**config.mk**
```make
export PLATFORM = sky130hd
export DESIGN_NAME = tng_lfsr_lane
export DESIGN_NICKNAME = d
export VERILOG_FILES = /design/src/rtl/test_noise_gen_pkg.sv /design/src/rtl/tng_lfsr_lane.sv
export SDC_FILE = /design/constraint.sdc
export NUM_CORES = 1
export LEC_CHECK = 0
export ABC_AREA = 1
export BUFFER_PORTS_ARGS = -buffer_cell sky130_fd_sc_hd__buf_4
export CAP_MARGIN = 20
export CORE_UTILIZATION = 41
export CTS_BUF_LIST = sky130_fd_sc_hd__clkbuf_16
export DETAILED_ROUTE_END_ITERATION = 8
export HOLD_SLACK_MARGIN = 0.03
export MAX_ROUTING_LAYER = met4
export PLACE_DENSITY_LB_ADDON = 0.1
export SYNTH_ARGS = -nofsm -noshare
export SYNTH_HDL_FRONTEND = slang
export SYNTH_SLANG_ARGS = --single-unit
```
**constraint.sdc**
```tcl
create_clock -name clk -period 0.8 [get_ports clk]
set_input_delay 0.16 -clock clk [delete_from_list [all_inputs] [get_ports clk]]
set_output_delay 0.16 -clock clk [all_outputs]
set_load 0.005 [all_outputs]
```
**src/rtl/test_noise_gen_pkg.sv**
```systemverilog
package test_noise_gen_pkg;

    localparam int LFSR_W    = 23;
    localparam int NUM_LANES = 4;
    localparam int TAP_HI    = 22;
    localparam int TAP_LO    = 5;

    typedef logic [LFSR_W-1:0] lfsr_t;

    typedef enum logic {
        PH_LOAD = 1'b0,
        PH_RUN  = 1'b1
    } lane_phase_e;

    function automatic lfsr_t lane_seed(input int lane);
        lfsr_t s;
        unique case (lane)
            0:       s = 23'h400010;
            1:       s = 23'h26E6CE;
            2:       s = 23'h6EA298;
            default: s = 23'h0B1EB7;
        endcase
        return s;
    endfunction

    function automatic lfsr_t lfsr_next(input lfsr_t cur);
        return {cur[LFSR_W-2:0], cur[TAP_HI] ^ cur[TAP_LO]};
    endfunction

endpackage

```
**src/rtl/tng_lfsr_lane.sv**
```systemverilog
module tng_lfsr_lane
    import test_noise_gen_pkg::*;
#(
    parameter lfsr_t SEED = 23'h400010
) (
    input  logic  clk,
    input  logic  rst,
    input  logic  sync_strobe,
    output lfsr_t state_q
);

    lane_phase_e phase;

    always_comb begin
        if (rst || sync_strobe) phase = PH_LOAD;
        else                    phase = PH_RUN;
    end

    always_ff @(posedge clk) begin
        unique case (phase)
            PH_LOAD: state_q <= SEED;
            PH_RUN:  state_q <= lfsr_next(state_q);
            default: state_q <= SEED;
        endcase
    end

endmodule

```
==> results.md <==
* DRC viols at 0
* Max frequency at 1180 MHz
* Comb power frac at 4.5%
* Worst Skew at 0.00158 ns
* Clk sinks at 23
* Placed cell count at 123
* Routed wl met3 at 37 µm
* Worst path arrival time at 0.69 ns
* Fraction of layout cells with a size suffix above 1 at 73.8%
* Crit path kind: flop to output pin
* Worst path bufs/invs at 1
* Die area at 1960 µm²
* Max clock buf depth at 2
* Critical path peak fanout at 2
* Synth warnings at 0
* CTS tree: built
* Relative slew margins at 63.0%
* H-tree level count at 1
* Worst-Margin Slew at 0.554 ns
* N_diodes at 0
* Synth-to-Final Area Change at 58.5%
* Hold Violations, Final at 0
* Cells after Synth at 75
* Die X at 44.3 µm
* Crit path max-delay family: flip-flops
* Number of flip-flops in the largest register at 23
* Failing checks: negative setup slack
* First-pass GRT wire length at 1.86 mm
* Initial antenna violation count at 0
* Vias in the first global route at 465
* Register area share after synthesis at 62.8%
* Fill count at 122
* Slowest CP cell: dfxtp_2
* Post-synthesis register bit count at 23
* Net Sw Power at 0.000437 W
* Synth Net Count at 78
* Row Count at 14
* Top cell type by total area after synthesis: dfxtp_1
* Via/cell ratio at 3.95
* PnR Total Power at 0.00232 W
* Clock power share at 44.8%
* Mapped Area at 733 µm²
* I/O Buffers at 25
* Endpoint class of the critical path: output pin
* Largest net degree at the start of global routing at 21
* # IOs at 26
* Initial drt markers at 5
* Worst path depth at 1
* Skew-Pair Late Insertion Delay at 0.25 ns
* GRT overflow at 0
* Internal power at 0.00188 W
* Final Max Tran Viols at 0
* CTS Buf Count at 3
* PD cells at 1990 nW/µm²
* Crit path cell chain: buf_6
* GP Congestion at 0.642
* Synth cell types at 8
* Die Height at 44.3 µm
* Ranking of synthesized cells by area: dfxtp_1, nor2_2, inv_1
* Max-Cap Viols at 0
* HP Class: input pin to flop
* DR WL/cell at 9.46 µm
* Status: finished, violations left
* RSZ-0062 raised after global routing: true
* Core box area at 1590 µm²
* Commonest cells after routing, fill and taps aside: inv_1, buf_6, dfxtp_2
* Hold path depth at 4
* Vias at 518
* Root Buffer: clkbuf_16
* Metal-1 WL at 547 µm
* Core Util, Final at 72.9%
* Post-route setup slack at -0.0468 ns
* Yosys top cell area share at 62.8%
* Nets at 111
* DRT antenna net count at 0
* Met2 WL at 646 µm
* Final Setup Violations at 23
* GRT Total Usage at 14.3%
* Fin crit period at 0.847 ns
* Type of origin of the critical path: flop
* Final HPWL DP at 765 µm
* Top layer in use: met4
* Setup TNS at -0.848 ns
* Switching share of total power at 18.9%
* Leakage at 0.467 nW
* Largest Register: state_q
* Top flop regs: state_q (23)
* Mean Syn Cell Area at 9.78 µm²
* Total wire length at 1.24 mm
* Fin cells at 131
* Register clock-pin slew on the reported worst setup and hold paths at 0.06 ns
* DRT Pass-1 Iters at 4
* FF-to-FF path depth at 4
* Max rail drop VDD at 1.25 mV
* Fin crit share at 106%
* Initial Util at 46.0%
* Sequential share of power at 50.7%
* WP data required at 0.64 ns
* CP max stage delay at 0.33 ns
timing repair:
action                                  CTS  global route
buffers inserted                          2             2
pin swaps                                 0             1
hold buffers                              0             0
resized for setup                        46             1
endpoints found under the setup margin   23            24
layout make-up:
| cell class | instances | area (µm²) | share of cell area [%] |
|---|---|---|---|
| Inverter | 23 | 86.3 | 7.43 |
| Tap cell | 24 | 30.0 | 2.58 |
| Timing Repair Buffer | 30 | 312 | 26.8 |
| Sequential cell | 23 | 489 | 42.1 |
| Multi-Input combinational cell | 27 | 166 | 14.3 |
| Clock buffer | 3 | 75.1 | 6.46 |
| Clock inverter | 1 | 3.75 | 0.323 |
path summary, 6_finish.rpt:
path,slack (ns),endpoint,startpoint
max,-0.05,state_q[5],state_q[5]$_SDFF_PP0_
min,0.23,state_q[4]$_SDFF_PP1_,rst
max reg2reg,0.03,state_q[0]$_SDFF_PP0_,state_q[5]$_SDFF_PP0_
min reg2reg,0.44,state_q[1]$_SDFF_PP0_,state_q[0]$_SDFF_PP0_
metal layers:
layer	track usage [%]	up-vias
li1	-	269
met4	9.09	0
met2	21.2	11
met1	17.1	236
met5	-	-
met3	3.67	2
worst reg2reg max path, delay by kind of cell (launching register included):
family	cells	cell delay [ns]
buffers and inverters	1	0.14
and+or+nand+nor	3	0.22
DFF	1	0.33
power groups by stage:
stage | registers [W] | clock network [W] | logic, W
finish | 0.00117 | 0.00104 | 0.000104
global route | 0.00117 | 0.00109 | 0.000111
CTS | 0.00117 | 0.00105 | 0.000102
detailed placement | 0.00120 | 0 | 0.0000828
global placement | 0.00120 | 0 | 0.0000829
floorplan | 0.00120 | 0 | 0.0000524
cells in the mapped netlist:
cell type,instances
buf_6,2
nor2_2,19
inv_1,22
nand2_1,4
inv_2,1
dfxtp_1,23
nor2_4,2
nor2_1,2
cell families after synthesis:
logic type	Yosys count	synth area share (%)
flip-flops	23	62.8
AND/OR/NAND/NOR	27	22.4
buffers and inverters	25	14.8
per-stage QoR:
stage	cell area, µm²	setup slack, ns	hold WS (ns)
floorplan	733	0.167	0.262
global placement	936	-0.0758	0.422
detailed placement	936	-0.0999	0.430
CTS	1140	-0.0482	0.228
global route	1160	-0.0639	0.229
finish	1160	-0.0468	0.231
(Power assumes the default switching activity.)
